===== config.mk =====
export PLATFORM = sky130hd
export DESIGN_NAME = bshift_unit
export DESIGN_NICKNAME = d
export VERILOG_FILES = /design/src/rtl/bshift_pkg.sv /design/src/rtl/bshift_span_classify.sv /design/src/rtl/bshift_reverse.sv /design/src/rtl/bshift_right_core.sv /design/src/rtl/bshift_carry_select.sv /design/src/rtl/bshift_unit.sv
export SDC_FILE = /design/constraint.sdc
export NUM_CORES = 1
export LEC_CHECK = 0
export BUFFER_PORTS_ARGS = -buffer_cell sky130_fd_sc_hd__buf_4
export CORE_ASPECT_RATIO = 0.8
export CORE_UTILIZATION = 30
export DETAILED_ROUTE_END_ITERATION = 10
export GPL_ROUTABILITY_DRIVEN = 0
export PLACE_DENSITY = 0.52
export REMOVE_ABC_BUFFERS = 1
export SYNTH_ARGS = -nofsm -noshare
export SYNTH_HDL_FRONTEND = slang
export SYNTH_SLANG_ARGS = --single-unit

===== constraint.sdc =====
create_clock -name vclk -period 2.2
set_input_delay 0.11 -clock vclk [all_inputs]
set_output_delay 0.11 -clock vclk [all_outputs]
set_load 0.005 [all_outputs]

===== src/rtl/bshift_pkg.sv =====
package bshift_pkg;

    // Kind of shift requested by the caller (field encoding fixed by R3, R5, R6, R8)
    typedef enum logic [1:0] {
        SH_LSL  = 2'b00,
        SH_LSR  = 2'b01,
        SH_ASR  = 2'b10,
        SH_HOLD = 2'b11
    } shift_kind_e;

    // Class of the reduced shift distance
    typedef enum logic [1:0] {
        SPAN_NONE = 2'd0,   // distance 0
        SPAN_PART = 2'd1,   // 1 .. width-1
        SPAN_FULL = 2'd2,   // exactly width
        SPAN_OVER = 2'd3    // width+1 .. 2*width-1
    } span_e;

endpackage


===== src/rtl/bshift_span_classify.sv =====
module bshift_span_classify
    import bshift_pkg::*;
#(
    parameter int DATA_W   = 32,
    parameter int AMT_IN_W = 8
) (
    input  logic [AMT_IN_W-1:0]            amount_in,
    output span_e                          span,
    output logic [$clog2(DATA_W)-1:0]      part_amt
);
    localparam int STAGE_W = $clog2(DATA_W);
    localparam int CNT_W   = STAGE_W + 1;
    localparam logic [AMT_IN_W-1:0] AMT_MASK = AMT_IN_W'((2 * DATA_W) - 1);
    localparam logic [CNT_W-1:0]    FULL_CNT = CNT_W'(DATA_W);

    logic [CNT_W-1:0] cnt;

    // Distance reduced modulo 2*DATA_W
    assign cnt      = CNT_W'(amount_in & AMT_MASK);
    assign part_amt = cnt[STAGE_W-1:0];

    always_comb begin
        if (cnt == '0) begin
            span = SPAN_NONE;
        end else if (cnt < FULL_CNT) begin
            span = SPAN_PART;
        end else if (cnt == FULL_CNT) begin
            span = SPAN_FULL;
        end else begin
            span = SPAN_OVER;
        end
    end

endmodule


===== src/rtl/bshift_reverse.sv =====
module bshift_reverse #(
    parameter int DATA_W = 32
) (
    input  logic              enable,
    input  logic [DATA_W-1:0] vin,
    output logic [DATA_W-1:0] vout
);
    logic [DATA_W-1:0] flipped;

    for (genvar b = 0; b < DATA_W; b++) begin : g_flip
        assign flipped[b] = vin[DATA_W-1-b];
    end

    assign vout = enable ? flipped : vin;

endmodule


===== src/rtl/bshift_right_core.sv =====
module bshift_right_core #(
    parameter int DATA_W = 32
) (
    input  logic [DATA_W-1:0]          vin,
    input  logic                       fill,
    input  logic [$clog2(DATA_W)-1:0]  amt,
    output logic [DATA_W-1:0]          vout,
    output logic                       last_out
);
    localparam int STAGE_W = $clog2(DATA_W);
    localparam int EXT_W   = DATA_W + 1;

    // One guard bit below the word catches the last bit shifted out
    logic [EXT_W-1:0] stage [0:STAGE_W];

    assign stage[0] = {vin, 1'b0};

    for (genvar s = 0; s < STAGE_W; s++) begin : g_stage
        localparam int STEP = 1 << s;
        assign stage[s+1] = amt[s] ? {{STEP{fill}}, stage[s][EXT_W-1:STEP]}
                                   : stage[s];
    end

    assign vout     = stage[STAGE_W][EXT_W-1:1];
    assign last_out = stage[STAGE_W][0];

endmodule


===== src/rtl/bshift_carry_select.sv =====
module bshift_carry_select
    import bshift_pkg::*;
#(
    parameter int DATA_W = 32
) (
    input  shift_kind_e       kind,
    input  span_e             span,
    input  logic [DATA_W-1:0] data_in,
    input  logic              carry_in,
    input  logic [DATA_W-1:0] part_result,
    input  logic              part_carry,
    output logic [DATA_W-1:0] data_out,
    output logic              carry_out
);
    logic sign_bit;
    logic low_bit;

    assign sign_bit = data_in[DATA_W-1];
    assign low_bit  = data_in[0];

    always_comb begin
        data_out  = data_in;
        carry_out = carry_in;
        if (kind != SH_HOLD) begin
            unique case (span)
                SPAN_NONE: begin
                    data_out  = data_in;
                    carry_out = carry_in;
                end
                SPAN_PART: begin
                    data_out  = part_result;
                    carry_out = part_carry;
                end
                SPAN_FULL: begin
                    unique case (kind)
                        SH_LSL: begin
                            data_out  = '0;
                            carry_out = low_bit;
                        end
                        SH_LSR: begin
                            data_out  = '0;
                            carry_out = sign_bit;
                        end
                        default: begin
                            data_out  = {DATA_W{sign_bit}};
                            carry_out = sign_bit;
                        end
                    endcase
                end
                SPAN_OVER: begin
                    if (kind == SH_ASR) begin
                        data_out  = {DATA_W{sign_bit}};
                        carry_out = sign_bit;
                    end else begin
                        data_out  = '0;
                        carry_out = 1'b0;
                    end
                end
                default: begin
                    data_out  = data_in;
                    carry_out = carry_in;
                end
            endcase
        end
    end

endmodule


===== src/rtl/bshift_unit.sv =====
module bshift_unit
    import bshift_pkg::*;
#(
    parameter int DATA_W   = 32,
    parameter int AMT_IN_W = 8
) (
    input  logic [1:0]          kind_sel,
    input  logic [AMT_IN_W-1:0] amount_in,
    input  logic [DATA_W-1:0]   data_in,
    input  logic                carry_in,
    output logic [DATA_W-1:0]   data_out,
    output logic                carry_out,
    output logic                extend_out
);
    localparam int STAGE_W = $clog2(DATA_W);

    shift_kind_e        kind;
    span_e              span;
    logic [STAGE_W-1:0] part_amt;
    logic               is_left;
    logic               fill_bit;
    logic [DATA_W-1:0]  core_in;
    logic [DATA_W-1:0]  core_out;
    logic [DATA_W-1:0]  part_result;
    logic               part_carry;
    logic               new_carry;

    assign kind     = shift_kind_e'(kind_sel);
    assign is_left  = (kind == SH_LSL);
    assign fill_bit = (kind == SH_ASR) ? data_in[DATA_W-1] : 1'b0;

    bshift_span_classify #(
        .DATA_W   (DATA_W),
        .AMT_IN_W (AMT_IN_W)
    ) u_span (
        .amount_in (amount_in),
        .span      (span),
        .part_amt  (part_amt)
    );

    // Left shifts run through the right-shift core between two reversals
    bshift_reverse #(.DATA_W(DATA_W)) u_rev_pre (
        .enable (is_left),
        .vin    (data_in),
        .vout   (core_in)
    );

    bshift_right_core #(.DATA_W(DATA_W)) u_core (
        .vin      (core_in),
        .fill     (fill_bit),
        .amt      (part_amt),
        .vout     (core_out),
        .last_out (part_carry)
    );

    bshift_reverse #(.DATA_W(DATA_W)) u_rev_post (
        .enable (is_left),
        .vin    (core_out),
        .vout   (part_result)
    );

    bshift_carry_select #(.DATA_W(DATA_W)) u_sel (
        .kind        (kind),
        .span        (span),
        .data_in     (data_in),
        .carry_in    (carry_in),
        .part_result (part_result),
        .part_carry  (part_carry),
        .data_out    (data_out),
        .carry_out   (new_carry)
    );

    assign carry_out  = new_carry;
    assign extend_out = new_carry;

endmodule


==> flow_summary.yaml, run 1 <==
yosys:
  post_synthesis_sequential_area_ratio_pct: 0
  synth.lib_cells_used.distinct: 57
  netlist.top_cell.by_area: "sky130_fd_sc_hd__mux4_2"
  synthCells: 413
  synthesis.yosys.warnings: 0
  syn_area_sq_mm: 0.00312
  avgSynthCellArea_sq_um: 7.56
  post_synth_main_area_contributors: "sky130_fd_sc_hd__mux4_2 (27%), sky130_fd_sc_hd__mux2i_1 (12%), sky130_fd_sc_hd__nor2_1 (7.0%)"
  synth_common_cells: "sky130_fd_sc_hd__nor2_1 (58), sky130_fd_sc_hd__nand2_1 (45), sky130_fd_sc_hd__mux2i_1 (38)"
  synth_top_area_share_pct: 26.7
  post-synth-top-count-cell: "sky130_fd_sc_hd__nor2_1"
timing:
  timing.final.crit_share_pct: 121
  postLayoutSetupSlackWorst_ns: -0.463
  final_hold_viol_count: 0
  fin_crit_ns: 2.66
  number_of_max_slew_violations_in_the_final_report: 0
  setup_violations: 34
  clock.fmax_ghz: 0.375
  worst_slew_pin_slew_ns: 0.628
  grt_setup_unrepaired: "true"
  worst_slew_slack_as_a_fraction_of_its_limit_pct: 57.7
worst_setup_path:
  worst-endpoint-required_ns: 2.09
  path_class: "in -> out"
  critical_path.cell_chain: "buf_6 > or2_4 > buf_12 > mux4_2 > mux4_2 > mux4_2 > o211ai_1 > o211ai_1 > buf_4"
  worst_setup_path_start_kind: "primary input"
  critical_path.max_fanout: 7
  crit_arrival_ns: 2.55
  critical_path_buffer_and_inverter_count: 3
  path_delay_family: "multiplexers"
  timing.critical_path.to_type: "output port"
  critPathMaxStageDelay_ns: 0.56
  levels_on_crit_path: 9
  cp_most_frequent_cell: "sky130_fd_sc_hd__mux4_2"
  critical-path-slowest-cell: "sky130_fd_sc_hd__mux4_2"
floorplan:
  floorplan.die_area_sq_mm: 0.0108
  fp.coreArea_sq_mm: 0.00989
  row_count: 32
  die_height_microns: 93.3
  floorplan.initialDensity_pct: 31.6
  io-pin-count: 77
  floorplan.die.width_microns: 116
placement:
  preCtsSetupSlack_ns: -0.641
  hpwl_microns: 12900
  place.port_buffers: 75
power_and_ir_drop:
  power.density_mw_per_mm2: 304
  power_mw: 1.72
  static-leakage-power_nw: 2.36
  power.ir.vdd_worst_mv: 0.127
run:
  max_cap_viol_count: 0
global_route:
  grt_start_max_net_pins: 34
  globalRouteOverflowTotal: 0
  antenna_found_initial: 0
  vias_in_the_first_global_route: 4559
  total_track_usage_pct: 31.6
  grt_pass1_wl_microns: 26000
route:
  final_ant_viol_nets: 0
  first_pass_iters: 6
  detail_route.drc_violations: 0
  vias: 4724
  dr.first_iter.drc_count: 465
  avgRoutedWirePerCell_microns: 23.4
  vias_per_cell: 6.41
  route.final.wire_length_microns: 17200
min_path:
  worst_hold_path_type: "in -> out"
  hold_path_depth: 4
layout:
  final_util_pct: 57.3
  fill_cells: 883
  area.sequential_sq_um: 0
  layout.nets: 646
  drive_above_1_share_pct: 62.6
  nClkBuffers: 0
  nFlopsAndLatches: 0
  area_growth_pct: 81.5
  inserted_diodes: 0
clock_tree:
  number_of_hold_buffers_added_after_cts: 0
outcome:
  violations_in_the_final_reports: "setup timing"
  outcome: "complete, but fails checks"
path summary, 6_finish.rpt:
path                    start            to  slack (ns)
hold / removal     data_in[6]   data_out[6]        0.55
setup / recovery  kind_sel[0]  data_out[10]       -0.46
timing repair:
action	in CTS	in global routing
setup buffers	16	13
hold endpoints to repair	0	0
setup endpoints to repair	34	34
pin swaps	52	43
resized for setup	105	45
cloned	1	1
cell usage in the layout (no fill, tap or decap), types with 3 or more instances in the layout:
| master | netlist | final |
|---|---|---|
| sky130_fd_sc_hd__o31ai_4 | 0 | 3 |
| sky130_fd_sc_hd__o22ai_1 | 7 | 4 |
| sky130_fd_sc_hd__mux2i_1 | 38 | 24 |
| sky130_fd_sc_hd__mux4_2 | 37 | 37 |
| sky130_fd_sc_hd__o211ai_1 | 6 | 6 |
| sky130_fd_sc_hd__a211oi_2 | 0 | 4 |
| sky130_fd_sc_hd__nand2_1 | 45 | 42 |
| sky130_fd_sc_hd__nand2_2 | 0 | 3 |
| sky130_fd_sc_hd__buf_4 | 2 | 198 |
| sky130_fd_sc_hd__and3_1 | 3 | 3 |
| sky130_fd_sc_hd__nand3_1 | 6 | 3 |
| sky130_fd_sc_hd__a221oi_2 | 1 | 8 |
| sky130_fd_sc_hd__o21ai_0 | 21 | 16 |
| sky130_fd_sc_hd__nor3_2 | 0 | 4 |
| sky130_fd_sc_hd__nor2_1 | 58 | 52 |
| sky130_fd_sc_hd__buf_6 | 3 | 20 |
| sky130_fd_sc_hd__nor2_4 | 0 | 4 |
| sky130_fd_sc_hd__o22a_1 | 3 | 3 |
| sky130_fd_sc_hd__nand3_2 | 0 | 3 |
| sky130_fd_sc_hd__o21ai_2 | 0 | 3 |
| sky130_fd_sc_hd__o221ai_2 | 0 | 3 |
| sky130_fd_sc_hd__inv_1 | 5 | 5 |
| sky130_fd_sc_hd__mux2i_4 | 0 | 8 |
| sky130_fd_sc_hd__a31oi_1 | 7 | 5 |
| sky130_fd_sc_hd__o221ai_1 | 7 | 4 |
| sky130_fd_sc_hd__mux2i_2 | 0 | 6 |
| sky130_fd_sc_hd__mux2_4 | 0 | 4 |
| sky130_fd_sc_hd__a22o_1 | 4 | 4 |
| sky130_fd_sc_hd__nor3_1 | 7 | 3 |
| sky130_fd_sc_hd__a21oi_2 | 0 | 15 |
| sky130_fd_sc_hd__a21o_1 | 3 | 3 |
| sky130_fd_sc_hd__nor2_2 | 1 | 3 |
| sky130_fd_sc_hd__a21oi_1 | 33 | 16 |
| sky130_fd_sc_hd__o21ai_1 | 3 | 5 |
| sky130_fd_sc_hd__buf_12 | 0 | 9 |
| sky130_fd_sc_hd__mux2_2 | 13 | 9 |
area by class of cell:
cell class / instances / area [sq um] / area share [%]
Multi-Input combinational cell: 364 / 3510 / 62.0
Timing Repair Buffer: 230 / 1960 / 34.6
Inverter: 7 / 26.3 / 0.464
Tap cell: 136 / 170 / 3.00
layer usage:
metal,vias up,global-route usage (%),part of all wire [%]
met3,64,5.18,12
met1,2276,45.4,41
li1,2020,-,-
met2,364,47.8,43
met5,-,0,0
met4,0,10.1,3.8
report_power, final:
part | leakage [nW] | total, mW | switching [mW] | internal [mW]
combinational | 2.36 | 1.72 | 0.848 | 0.873
sequential | 0 | 0 | 0 | 0
clock | 0 | 0 | 0 | 0
cell families after synthesis:
group	count (synthesis)	share of synthesized area (%)
mux	88	43.5
simple gates	137	19.0
compound gates	139	30.3
buf+inv	49	7.09
stage by stage:
stage	cells	setup TNS, ns	hold WS (ns)	cell area [sq um]
global placement	715	-13.80	0.576	4780
detailed placement	715	-14.04	0.559	4780
floorplan	371	-12.18	0.348	2930
finish	737	-11.23	0.553	5670
CTS	728	-9.95	0.545	5360
global route	737	-13.41	0.592	5670
Note: power is estimated with default switching activity, not from simulation.
==> run 2: changes to the inputs <==
--- a/config.mk
+++ b/config.mk
@@ -7,6 +7,7 @@
 export LEC_CHECK = 0
 export BUFFER_PORTS_ARGS = -buffer_cell sky130_fd_sc_hd__buf_4
 export CORE_ASPECT_RATIO = 0.8
+export CORE_MARGIN = 2
 export CORE_UTILIZATION = 30
 export DETAILED_ROUTE_END_ITERATION = 10
 export GPL_ROUTABILITY_DRIVEN = 0
==> run 2 against run 1 <==
The flow still finishes with violations (setup timing). Combinational power increased by 3%. Clock-buffer cell count unchanged. Via count up 1.0%. Non-clock buffer count grew 12. Global-route usage is 2.0 points lower. Wire length rose by 1.7%. Worst setup slack got worse by 0.061 ns. Sequential cell count unchanged. Sequential share of layout area did not move. Critical path depth stayed put.
==> flow_summary.yaml, run 2 (synthesis gave the netlist of run 1 again) <==
outcome:
  outcome: "complete, but fails checks"
  violations_in_the_final_reports: "setup timing"
worst_setup_path:
  critical_path_buffer_and_inverter_count: 3
  critical-path-slowest-cell: "sky130_fd_sc_hd__mux4_2"
  worst-endpoint-required_ns: 2.09
  setup.worst_path.start: "kind_sel[0]"
  path_class: "in -> out"
  worst_setup_path_start_kind: "primary input"
  cp_most_frequent_cell: "sky130_fd_sc_hd__mux4_2"
  crit_arrival_ns: 2.61
  timing.critical_path.to_type: "output port"
  critical_path.cell_chain: "buf_6 > or2_4 > buf_12 > mux4_2 > mux4_2 > mux4_2 > o211ai_1 > o211ai_1 > buf_4"
  critical_path.max_fanout: 7
  critPathMaxStageDelay_ns: 0.57
  path_delay_family: "multiplexers"
layout:
  area_growth_pct: 85.7
  nClkBuffers: 0
  layout.nets: 658
  fill_cells: 942
  most_common_library_cell_in_the_layout_ignoring_fill_and_taps: "sky130_fd_sc_hd__buf_4"
  nFlopsAndLatches: 0
  area.sequential_sq_um: 0
  inserted_diodes: 0
  multi_input_area_sq_mm: 0.00354
  drive_above_1_share_pct: 64.4
  top_library_cells_by_usage_in_the_layout_fill_and_taps_aside: "sky130_fd_sc_hd__buf_4 (205), sky130_fd_sc_hd__nor2_1 (51), sky130_fd_sc_hd__nand2_1 (39)"
  final-instance-count-excl-fill: 753
route:
  vias_per_cell: 6.34
  route.final.wire_length_microns: 17500
  dr.first_iter.drc_count: 593
  detail_route.drc_violations: 0
  avgRoutedWirePerCell_microns: 23.3
  vias: 4773
  first_pass_iters: 7
  final_ant_viol_nets: 0
timing:
  final_hold_viol_count: 0
  fin_crit_ns: 2.72
  grt_setup_unrepaired: "true"
  worst_slew_pin_slew_ns: 0.710
  number_of_max_slew_violations_in_the_final_report: 0
  setup_violations: 34
  clock.fmax_ghz: 0.367
  postLayoutSetupSlackWorst_ns: -0.524
  timing.final.crit_share_pct: 124
  worst_slew_slack_as_a_fraction_of_its_limit_pct: 52.5
power_and_ir_drop:
  sw_frac_of_total_pct: 49.1
  power_switching_mw: 0.868
  power.ir.vdd_worst_mv: 0.119
  share_comb_of_total_power_pct: 100.0
  power.clock.fraction_pct: 0
  internal_power_mw: 0.901
  static-leakage-power_nw: 2.43
  pwr-share-seq_pct: 0
  power.density_mw_per_mm2: 305
floorplan:
  io-pin-count: 77
  die_height_microns: 95.3
  floorplan.die_area_sq_mm: 0.0112
  floorplan.initialDensity_pct: 30.6
  fp.coreArea_sq_mm: 0.0102
  row_count: 33
  floorplan.die.width_microns: 118
global_route:
  globalRouteOverflowTotal: 0
  grt_pass1_wl_microns: 26100
  total_track_usage_pct: 29.6
  vias_in_the_first_global_route: 4618
  grt_start_max_net_pins: 34
  antenna_found_initial: 0
min_path:
  worst_hold_path_type: "in -> out"
  hold_path.startpoint: "data_in[8]"
placement:
  preCtsSetupSlack_ns: -0.538
  hpwl_microns: 12900
  placedCellCount: 727
  place.port_buffers: 75
run:
  max_cap_viol_count: 0
clock_tree:
  number_of_hold_buffers_added_after_cts: 0
[run 2: stage by stage]
step	TNS [ns]	area, sq um	hold slack, ns	power [mW]	utilization (%)
after detailed placement	-13.44	4820	0.579	1.35	47.2
final	-12.03	5800	0.572	1.77	56.9
after global placement	-13.19	4820	0.583	1.34	47.2
after floorplan	-12.18	2930	0.348	0.602	-
after CTS	-10.03	5430	0.584	1.57	53.2
after global routing	-13.90	5800	0.590	1.85	56.9
[run 2: power by group through the flow]
stage,sequential [mW],combinational (mW),clock (mW)
finish,0,1.77,0
global route,0,1.85,0
CTS,0,1.57,0
detailed placement,0,1.35,0
global placement,0,1.34,0
floorplan,0,0.602,0
[run 2: timing repair]
| item | in CTS | in global routing |
|---|---|---|
| gates cloned | 1 | 0 |
| gates resized for setup | 106 | 63 |
| buffers inserted | 16 | 14 |
| pin swaps | 46 | 38 |
| setup endpoints to repair | 34 | 34 |
[run 2: routing by layer]
metal / vias up / GRT usage [%] / part of all wire, %
met2: 362 / 47.7 / 44
met1: 2308 / 40.7 / 41
met5: - / 0 / 0
met3: 54 / 5.38 / 11
li1: 2049 / - / -
met4: 0 / 8.73 / 3.2
[run 2: path summary, 6_finish.rpt]
path      endpoint  slack, ns  cells after the start
max   data_out[10]      -0.52                      9
min    data_out[8]       0.57                      4
[run 2: layout make-up]
| type | count | share of cell area [%] |
|---|---|---|
| inverters | 7 | 0.518 |
| multi-input cells | 364 | 61.0 |
| well taps | 140 | 3.02 |
| repair buffers | 242 | 35.4 |
==> run 3: changes to the inputs <==
--- a/config.mk
+++ b/config.mk
@@ -10,9 +10,10 @@
 export CORE_MARGIN = 2
 export CORE_UTILIZATION = 30
 export DETAILED_ROUTE_END_ITERATION = 10
-export GPL_ROUTABILITY_DRIVEN = 0
-export PLACE_DENSITY = 0.52
+export GPL_ROUTABILITY_DRIVEN = 1
+export PLACE_DENSITY = 0.5
 export REMOVE_ABC_BUFFERS = 1
 export SYNTH_ARGS = -nofsm -noshare
 export SYNTH_HDL_FRONTEND = slang
+export SYNTH_HIERARCHICAL = 1
 export SYNTH_SLANG_ARGS = --single-unit
==> run 3 against run 2 <==
The flow still finishes with violations (setup timing). Wire length increased by 1.8%. Die area is 31% higher. Non-clock buffer count decreased by 24. Critical path depth is 4 higher. Power decreased by 1.7%. Global-route usage is 5.9 points lower. Fmax down 9.7%. Hold slack got worse by 0.018 ns. First-iteration DRC count down 41%.
==> flow_summary.yaml, run 3 <==
yosys:
  syn_area_sq_mm: 0.00414
  post_synthesis_sequential_area_ratio_pct: 0
  netlist.top_cell.by_area: "sky130_fd_sc_hd__mux2_4"
  synthesis.yosys.warnings: 6
  post-synth-top-count-cell: "sky130_fd_sc_hd__nand2_1"
  synthCells: 462
  post_synth_main_area_contributors: "sky130_fd_sc_hd__mux2_4 (22%), sky130_fd_sc_hd__mux4_2 (17%), sky130_fd_sc_hd__mux2i_1 (7.0%)"
  synth_top_area_share_pct: 21.8
  synth.lib_cells_used.distinct: 56
  avgSynthCellArea_sq_um: 8.96
  synth_common_cells: "sky130_fd_sc_hd__nand2_1 (62), sky130_fd_sc_hd__mux2_4 (60), sky130_fd_sc_hd__nor2_1 (53)"
worst_setup_path:
  critical_path_buffer_and_inverter_count: 5
  path_class: "in -> out"
  critical_path.max_fanout: 11
  crit_arrival_ns: 2.91
  critical_path.cell_chain: "buf_6 > nor2_4 > buf_8 > buf_12 > mux2_4 > mux2_2 > buf_4 > mux4_2 > o221a_1 > mux2_4 > nand2_1 > a21oi_2 > buf_4"
  critPathMaxStageDelay_ns: 0.51
  levels_on_crit_path: 13
  timing.critical_path.to_type: "output port"
  worst_setup_path_start_kind: "primary input"
  critical-path-slowest-cell: "sky130_fd_sc_hd__mux4_2"
  worst-endpoint-required_ns: 2.09
  path_delay_family: "multiplexers"
timing:
  worst_slew_slack_as_a_fraction_of_its_limit_pct: 66.6
  worst_slew_pin_slew_ns: 0.499
  number_of_max_slew_violations_in_the_final_report: 0
  final_hold_viol_count: 0
  postLayoutSetupSlackWorst_ns: -0.816
  fin_worst_hold_slack_ns: 0.553
  setup_tns_ns: -23.76
  clock.fmax_ghz: 0.332
  setup_violations: 34
  grt_setup_unrepaired: "true"
  fin_crit_ns: 3.02
  timing.final.crit_share_pct: 137
layout:
  area.sequential_sq_um: 0
  layout.nets: 673
  area_growth_pct: 40.7
  nClkBuffers: 0
  inserted_diodes: 0
  final_area_sq_mm: 0.00582
  most_common_library_cell_in_the_layout_ignoring_fill_and_taps: "sky130_fd_sc_hd__buf_4"
  top_library_cells_by_usage_in_the_layout_fill_and_taps_aside: "sky130_fd_sc_hd__buf_4 (208), sky130_fd_sc_hd__mux2_4 (62), sky130_fd_sc_hd__nand2_1 (58)"
  nFlopsAndLatches: 0
  fill_cells: 1349
  drive_above_1_share_pct: 61.6
floorplan:
  io-pin-count: 77
  row_count: 38
  floorplan.initialDensity_pct: 30.7
  die_height_microns: 109
  floorplan.die.width_microns: 135
  fp.coreArea_sq_mm: 0.0135
  floorplan.die_area_sq_mm: 0.0148
clock_tree:
  number_of_hold_buffers_added_after_cts: 0
route:
  highest_layer: "met4"
  vias: 4560
  wl_met2_microns: 7690
  vias_per_cell: 5.64
  first_pass_iters: 5
  dr.first_iter.drc_count: 351
  final_ant_viol_nets: 0
  avgRoutedWirePerCell_microns: 22.1
  detail_route.drc_violations: 0
  route.final.wire_length_microns: 17800
  met3_length_microns: 1500
  wirelength_met1_microns: 8340
power_and_ir_drop:
  static-leakage-power_nw: 2.59
  power.density_mw_per_mm2: 299
  power.ir.vdd_worst_mv: 0.0983
global_route:
  grt_pass1_wl_microns: 26400
  antenna_found_initial: 0
  total_track_usage_pct: 23.7
  vias_in_the_first_global_route: 4261
  globalRouteOverflowTotal: 0
  grt_start_max_net_pins: 20
placement:
  preCtsSetupSlack_ns: -0.842
  placed_cell_area_sq_mm: 0.00569
  hpwl_microns: 14900
  place.port_buffers: 75
  globalplace.congestion: 0.938
run:
  max_cap_viol_count: 0
outcome:
  outcome: "complete, but fails checks"
  violations_in_the_final_reports: "setup timing"
min_path:
  hold_path_depth: 4
  worst_hold_path_type: "in -> out"
==> run 3: per-stage QoR <==
| step | utilization, % | std cells | power (mW) |
|---|---|---|---|
| after floorplan | - | 410 | 0.882 |
| after global placement | 42.1 | 806 | 1.66 |
| after global routing | 43.1 | 808 | 1.84 |
| after detailed placement | 42.1 | 806 | 1.66 |
| after CTS | 42.7 | 807 | 1.70 |
| final | 43.1 | 808 | 1.74 |
==> run 3: power by group <==
group | total, mW | switching [mW] | internal [mW] | leakage, nW
clock | 0 | 0 | 0 | 0
sequential | 0 | 0 | 0 | 0
combinational | 1.74 | 0.813 | 0.927 | 2.59
total | 1.74 | 0.813 | 0.927 | 2.59
==> run 3: final timing paths <==
check | from | slack (ns) | end
setup / recovery | kind_sel[1] | -0.82 | data_out[13]
hold / removal | data_in[20] | 0.55 | data_out[20]
==> run 3: logic make-up after synthesis <==
group                  synth area share, %
AOI/OAI and AO/OA                     22.4
and+or+nand+nor                       14.2
buffers and inverters                 10.1
muxes                                 53.3
==> run 3: cell type report <==
cell class / instances / area (sq um) / area share (%)
inverters: 6 / 22.5 / 0.387
repair buffers: 218 / 1740 / 29.9
well taps: 180 / 225 / 3.87
multi-input cells: 404 / 3840 / 65.9
==> run 3: repair_timing <==
action                                  in CTS  in global routing
pin swaps                                    3                  1
gates resized for setup                     14                 13
setup buffers                                1                  1
endpoints found under the setup margin      34                 34
==> run 3: per-layer routing <==
| layer | vias to the layer above | global-route usage, % |
|---|---|---|
| met2 | 202 | 36.9 |
| met3 | 22 | 4.51 |
| li1 | 2093 | - |
| met1 | 2243 | 34.6 |
| met4 | 0 | 3.72 |
| met5 | - | 0 |
